File: src/rtl/isa_dec_pkg.sv
package isa_dec_pkg;

  typedef enum logic [2:0] {
    CYC_IDLE = 3'd0,
    CYC_MRD  = 3'd1,
    CYC_MWR  = 3'd2,
    CYC_IORD = 3'd3,
    CYC_IOWR = 3'd4,
    CYC_REF  = 3'd5
  } cyc_kind_e;

  // Registered strobe bundle; active-low fields end in _n.
  typedef struct packed {
    logic smemr_n;
    logic smemw_n;
    logic rtc_as;
    logic rtc_wr_n;
    logic rtc_rd_n;
    logic romrtc_cs_n;
    logic mcs16_q_n;
    logic aen;
  } strobe_t;

  localparam strobe_t STROBE_IDLE = '{
    smemr_n:     1'b1,
    smemw_n:     1'b1,
    rtc_as:      1'b0,
    rtc_wr_n:    1'b1,
    rtc_rd_n:    1'b1,
    romrtc_cs_n: 1'b1,
    mcs16_q_n:   1'b1,
    aen:         1'b0
  };

endpackage

File: src/rtl/isa_mem_region_decode.sv
// Classifies a memory address: low megabyte and boot ROM window.
module isa_mem_region_decode #(
  parameter int unsigned     ADDR_W    = 24,
  parameter int unsigned     LOWMEM_W  = 20,
  parameter int unsigned     ROM_SEG_W = 4,
  parameter logic [3:0]      ROM_SEG   = 4'hF,
  parameter bit              ROM_ALIAS = 1'b1
) (
  input  logic [ADDR_W-1:0] addr_i,
  output logic              low_meg_o,
  output logic              rom_hit_o
);

  localparam int unsigned HI_W = ADDR_W - LOWMEM_W;

  logic [HI_W-1:0]      hi_bits;
  logic [ROM_SEG_W-1:0] seg_bits;
  logic                 seg_match;
  logic                 page_ok;

  assign hi_bits   = addr_i[ADDR_W-1:LOWMEM_W];
  assign seg_bits  = addr_i[LOWMEM_W-1:LOWMEM_W-ROM_SEG_W];
  assign low_meg_o = (hi_bits == '0);
  assign seg_match = (seg_bits == ROM_SEG[ROM_SEG_W-1:0]);

  generate
    if (ROM_ALIAS) begin : g_alias
      assign page_ok = (hi_bits == '0) || (&hi_bits);
    end else begin : g_no_alias
      assign page_ok = (hi_bits == '0);
    end
  endgenerate

  assign rom_hit_o = seg_match && page_ok;

endmodule

File: src/rtl/isa_rtc_port_decode.sv
// Full-width compare of the I/O port against the two RTC ports.
module isa_rtc_port_decode #(
  parameter int unsigned      IO_W       = 16,
  parameter logic [15:0]      INDEX_PORT = 16'h0070,
  parameter logic [15:0]      DATA_PORT  = 16'h0071
) (
  input  logic [IO_W-1:0] port_i,
  output logic            index_hit_o,
  output logic            data_hit_o
);

  assign index_hit_o = (port_i == INDEX_PORT[IO_W-1:0]);
  assign data_hit_o  = (port_i == DATA_PORT[IO_W-1:0]);

endmodule

File: src/rtl/isa_strobe_reg.sv
// Output register stage for the strobe bundle.
module isa_strobe_reg
  import isa_dec_pkg::*;
(
  input  logic    clk_i,
  input  logic    rst_ni,
  input  logic    en_i,
  input  strobe_t d_i,
  output strobe_t q_o
);

  strobe_t q_next;

  always_comb begin
    q_next = q_o;
    if (en_i) begin
      q_next = d_i;
    end
  end

  always_ff @(posedge clk_i or negedge rst_ni) begin
    if (!rst_ni) begin
      q_o <= STROBE_IDLE;
    end else begin
      q_o <= q_next;
    end
  end

endmodule

File: src/rtl/isa_strobe_decoder.sv
module isa_strobe_decoder
  import isa_dec_pkg::*;
#(
  parameter int unsigned ADDR_W     = 24,
  parameter int unsigned IO_W       = 16,
  parameter int unsigned LOWMEM_W   = 20,
  parameter int unsigned ROM_SEG_W  = 4,
  parameter logic [3:0]  ROM_SEG    = 4'hF,
  parameter bit          ROM_ALIAS  = 1'b1,
  parameter logic [15:0] INDEX_PORT = 16'h0070,
  parameter logic [15:0] DATA_PORT  = 16'h0071,
  parameter int unsigned RST_SYNC_N = 2
) (
  input  logic              clk_i,
  input  logic              rst_ni,
  input  logic [2:0]        cyc_kind_i,
  input  logic [ADDR_W-1:0] addr_i,
  input  logic              dma_own_i,
  input  logic              mcs16_n_i,
  output logic              smemr_no,
  output logic              smemw_no,
  output logic              rtc_as_o,
  output logic              rtc_wr_no,
  output logic              rtc_rd_no,
  output logic              romrtc_cs_no,
  output logic              mcs16_q_no,
  output logic              aen_o,
  output logic              iocs16_oe_o
);

  // Reset: asserted asynchronously, released on the clock.
  logic [RST_SYNC_N-1:0] rst_pipe;
  logic                  rst_sync_n;

  always_ff @(posedge clk_i or negedge rst_ni) begin
    if (!rst_ni) begin
      rst_pipe <= '0;
    end else begin
      rst_pipe <= {rst_pipe[RST_SYNC_N-2:0], 1'b1};
    end
  end

  assign rst_sync_n = rst_pipe[RST_SYNC_N-1];

  // Cycle classification.
  cyc_kind_e kind;
  logic      is_mrd, is_mwr, is_iord, is_iowr, is_ref;
  logic      mem_cyc, io_cyc;

  assign kind    = cyc_kind_e'(cyc_kind_i);
  assign is_mrd  = (kind == CYC_MRD);
  assign is_mwr  = (kind == CYC_MWR);
  assign is_iord = (kind == CYC_IORD);
  assign is_iowr = (kind == CYC_IOWR);
  assign is_ref  = (kind == CYC_REF);
  assign mem_cyc = is_mrd || is_mwr;
  assign io_cyc  = is_iord || is_iowr;

  // Address decoders.
  logic low_meg, rom_hit, idx_hit, dat_hit;

  isa_mem_region_decode #(
    .ADDR_W    (ADDR_W),
    .LOWMEM_W  (LOWMEM_W),
    .ROM_SEG_W (ROM_SEG_W),
    .ROM_SEG   (ROM_SEG),
    .ROM_ALIAS (ROM_ALIAS)
  ) u_mem_dec (
    .addr_i    (addr_i),
    .low_meg_o (low_meg),
    .rom_hit_o (rom_hit)
  );

  isa_rtc_port_decode #(
    .IO_W       (IO_W),
    .INDEX_PORT (INDEX_PORT),
    .DATA_PORT  (DATA_PORT)
  ) u_rtc_dec (
    .port_i      (addr_i[IO_W-1:0]),
    .index_hit_o (idx_hit),
    .data_hit_o  (dat_hit)
  );

  // Next-state strobe bundle.
  strobe_t nxt;
  strobe_t cur;

  always_comb begin
    nxt             = STROBE_IDLE;
    nxt.smemr_n     = !((is_mrd && low_meg) || is_ref);
    nxt.smemw_n     = !(is_mwr && low_meg);
    nxt.rtc_as      = is_iowr && idx_hit;
    nxt.rtc_wr_n    = !(is_iowr && dat_hit);
    nxt.rtc_rd_n    = !(is_iord && dat_hit);
    nxt.romrtc_cs_n = !((mem_cyc && rom_hit) || (io_cyc && (idx_hit || dat_hit)));
    nxt.mcs16_q_n   = mem_cyc ? mcs16_n_i : 1'b1;
    nxt.aen         = dma_own_i;
  end

  isa_strobe_reg u_out_reg (
    .clk_i  (clk_i),
    .rst_ni (rst_sync_n),
    .en_i   (1'b1),
    .d_i    (nxt),
    .q_o    (cur)
  );

  assign smemr_no     = cur.smemr_n;
  assign smemw_no     = cur.smemw_n;
  assign rtc_as_o     = cur.rtc_as;
  assign rtc_wr_no    = cur.rtc_wr_n;
  assign rtc_rd_no    = cur.rtc_rd_n;
  assign romrtc_cs_no = cur.romrtc_cs_n;
  assign mcs16_q_no   = cur.mcs16_q_n;
  assign aen_o        = cur.aen;
  assign iocs16_oe_o  = 1'b0;

endmodule

File: config.mk
export PLATFORM = sky130hd
export DESIGN_NAME = isa_strobe_decoder
export DESIGN_NICKNAME = d
export VERILOG_FILES = /design/src/rtl/isa_dec_pkg.sv /design/src/rtl/isa_mem_region_decode.sv /design/src/rtl/isa_rtc_port_decode.sv /design/src/rtl/isa_strobe_reg.sv /design/src/rtl/isa_strobe_decoder.sv
export SDC_FILE = /design/constraint.sdc
export NUM_CORES = 1
export LEC_CHECK = 0
export BUFFER_PORTS_ARGS = -buffer_cell sky130_fd_sc_hd__buf_4
export CAP_MARGIN = 25
export CORE_UTILIZATION = 40
export CTS_CLUSTER_DIAMETER = 80
export DETAILED_ROUTE_END_ITERATION = 6
export GPL_ROUTABILITY_DRIVEN = 0
export PLACE_DENSITY = 0.79
export SYNTH_ARGS = -nofsm -noshare
export SYNTH_HDL_FRONTEND = slang
export SYNTH_HIERARCHICAL = 1
export SYNTH_SLANG_ARGS = --single-unit
File: constraint.sdc
create_clock -name clk_i -period 1 [get_ports clk_i]
set_clock_uncertainty 0.2 [all_clocks]
set_input_delay 0.1 -clock clk_i [delete_from_list [all_inputs] [get_ports clk_i]]
set_output_delay 0.1 -clock clk_i [all_outputs]
set_load 0.01 [all_outputs]
==> reports/qor.csv <==
metric;value;unit
wl_per_cell;14.1;microns
crit_required;0.98;ns
power_leakage;0.569;nW
setup_slack;-0.786;ns
drive_gt1_frac;0.782;
seq_area_frac_synth;0.415;
synth-xor-area-share;0;
avgSynthCellArea;11.7;sq um
synthSimpleGateAreaFrac;0.286;
grt_max_degree;9;
cts_tree;done;
synth_edf_count;0;
clock_latency;0.26;ns
final_core_util;0.861;
rows;13;
postSynthCellCount;53;
synth_top_family_by_area;simple AND/OR/NAND/NOR gates;
die_x;41.4;microns
slew_viol_final;0;
start_kind;input port;
cts.sinks;10;
dp_hpwl;1170;microns
vias;626;
finalSetupViolCount;14;
drtIter0Drc;6;
vias_per_cell;5.01;
antenna_found_initial;0;
synth-compound-area-share;0.0464;
wirelength;1760;microns
p_per_area;895;mW/mm^2
dp_slack;-1.14;ns
dr.pass1.iters;4;
numPortBuffers;38;
status;finished, violations left;
start_util;0.454;
cts.hold.buffers_added;2;
synthMuxAreaShare;0.194;
ir_worst_vdd;0.465;mV
finalCritPeriodShare;1.79;
grt_usage;0.231;
p_total;1.05;mW
cts_root_buf;clkbuf_4;
area.growth.synth_to_final;89.5;%
ys_types;26;
ys_ff_latch;10;
holdWs;-0.122;ns
clk_pin_slew;0.07;ns
drtAntennaViolNets;0;
cp_max_fo;2;
fp.dieH;41.4;microns
grt.overflow.total;0;
htreeDepth;1;
violations;negative hold slack, negative setup slack;
cp_slowest_cell;or4_4;
diodes;0;
synth_adder_area_share;0;
grt_first_pass_wirelength;2460;microns
crit_path_end_kind;register;
die_area;0.00171;sq mm
cap_violations;0;
final_hold_viol_count;5;
crit_chain;buf_6 > or4_4 > nor4_4 > nor2_1 > a2111oi_2 > nor3_1 > mux2_4;
grt_pass1_vias;615;
fmax;0.560;GHz
syn-cell-area;621;sq um
post-route-min-period;1.79;ns
cp_data_arrival_time;1.77;ns
numCtsBuffers;3;
critPathKind;in2reg;
rsz0062_at_grt;true;
crit_path_max_incr_delay;0.56;ns
nets;142;
clockBufferDepth;2;
hold_class;in2reg;
async_reset_ff_frac;1.00;
core_region_area;0.00137;sq mm
io_pins;40;
synth_ff_type;dfstp_2;
drc;0;
ys_warn_count;6;
==> synth_stat cells, drive strengths merged (3+ instances only) <==
library cell,instances,area share
or4,3,0.048
nor2,5,0.030
nand3,3,0.024
dfstp,6,0.25
mux2,8,0.19
dfrtp,4,0.16
==> state kept, by name, indices dropped and copies added, names as in the netlist <==
name and count:
rst_pipe 2, u_out_reg/q_o 8
==> worst max-delay path: cells and delay by family <==
family	cells	cell delay, ns
buffers and inverters	1	0.09
AO/OA/AOI/OAI	1	0.30
multiplexers	1	0.26
AND/OR/NAND/NOR	4	1.02
==> report_power, final <==
| part | switching, mW | internal, mW |
|---|---|---|
| registers | 0.0156 | 0.426 |
| clock network | 0.135 | 0.221 |
| logic | 0.0868 | 0.169 |
| total | 0.237 | 0.815 |
==> per-stage QoR <==
stage               area [sq um]  hold slack [ns]  TNS, ns  std cells
finish                      1180           -0.122    -4.02        125
global route                1180           -0.123    -4.43        125
CTS                         1150           -0.122    -4.03        124
detailed placement           971           -0.317    -4.61        111
global placement             971           -0.319    -4.42        111
floorplan                    641           -0.396    -3.09         54
==> final timing paths <==
path	startpoint	to	slack, ns	depth (start not counted)
worst max register to register	rst_pipe[0]	rst_pipe[1]	0.33	0
worst min register to register	rst_pipe[1]	u_out_reg/q_o[0]	-0.07	0
worst min-delay path	dma_own_i	u_out_reg/q_o[0]	-0.12	2
max in group asynchronous	rst_pipe[1]	u_out_reg/q_o[3]	0.37	0
min in group asynchronous	rst_pipe[1]	u_out_reg/q_o[0]	-0.07	0
worst max-delay path	addr_i[2]	u_out_reg/q_o[2]	-0.79	7
==> metal layers <==
| layer | up-vias | wire, microns | part of all wire | track usage |
|---|---|---|---|---|
| li1 | 306 | - | - | - |
| met1 | 290 | 665 | 0.38 | 0.219 |
| met2 | 26 | 980 | 0.56 | 0.465 |
| met3 | 4 | 77 | 0.044 | 0.0213 |
| met4 | 0 | 38 | 0.022 | 0.145 |
| met5 | - | 0 | 0 | 0 |
==> cells by family (layout without fill, tap and decap cells) <==
| group | Yosys count | after routing |
|---|---|---|
| and+or+nand+nor | 25 | 25 |
| DFF | 10 | 10 |
| muxes | 8 | 8 |
| AOI/OAI and AO/OA | 4 | 4 |
| buffers and inverters | 4 | 60 |
| other | 2 | 3 |
==> what timing repair did <==
action,4_1_cts,5_1_grt
pin swaps,4,3
setup buffers,7,3
cloned,0,0
resized for setup,17,6
hold endpoints to repair,7,3
endpoints found under the setup margin,14,16
==> placed cells by master (no fill, tap or decap), types with 3 or more instances in the layout <==
| cell type | n |
|---|---|
| buf_4 | 38 |
| buf_6 | 15 |
| mux2_4 | 8 |
| dfstp_2 | 6 |
| nor2_1 | 5 |
| dfrtp_1 | 4 |
| nand3_2 | 3 |
| conb_1 | 3 |
| clkbuf_4 | 3 |
| or4_4 | 3 |
==> cell type report <==
| cell class | instances | area (sq um) |
|---|---|---|
| Inverter | 2 | 12.5 |
| Multi-Input combinational cell | 40 | 387 |
| Clock buffer | 4 | 36.3 |
| Tap cell | 15 | 18.8 |
| Sequential cell | 10 | 258 |
| Timing Repair Buffer | 54 | 464 |
| Fill cell | 67 | 190 |
(Power assumes the default switching activity.)
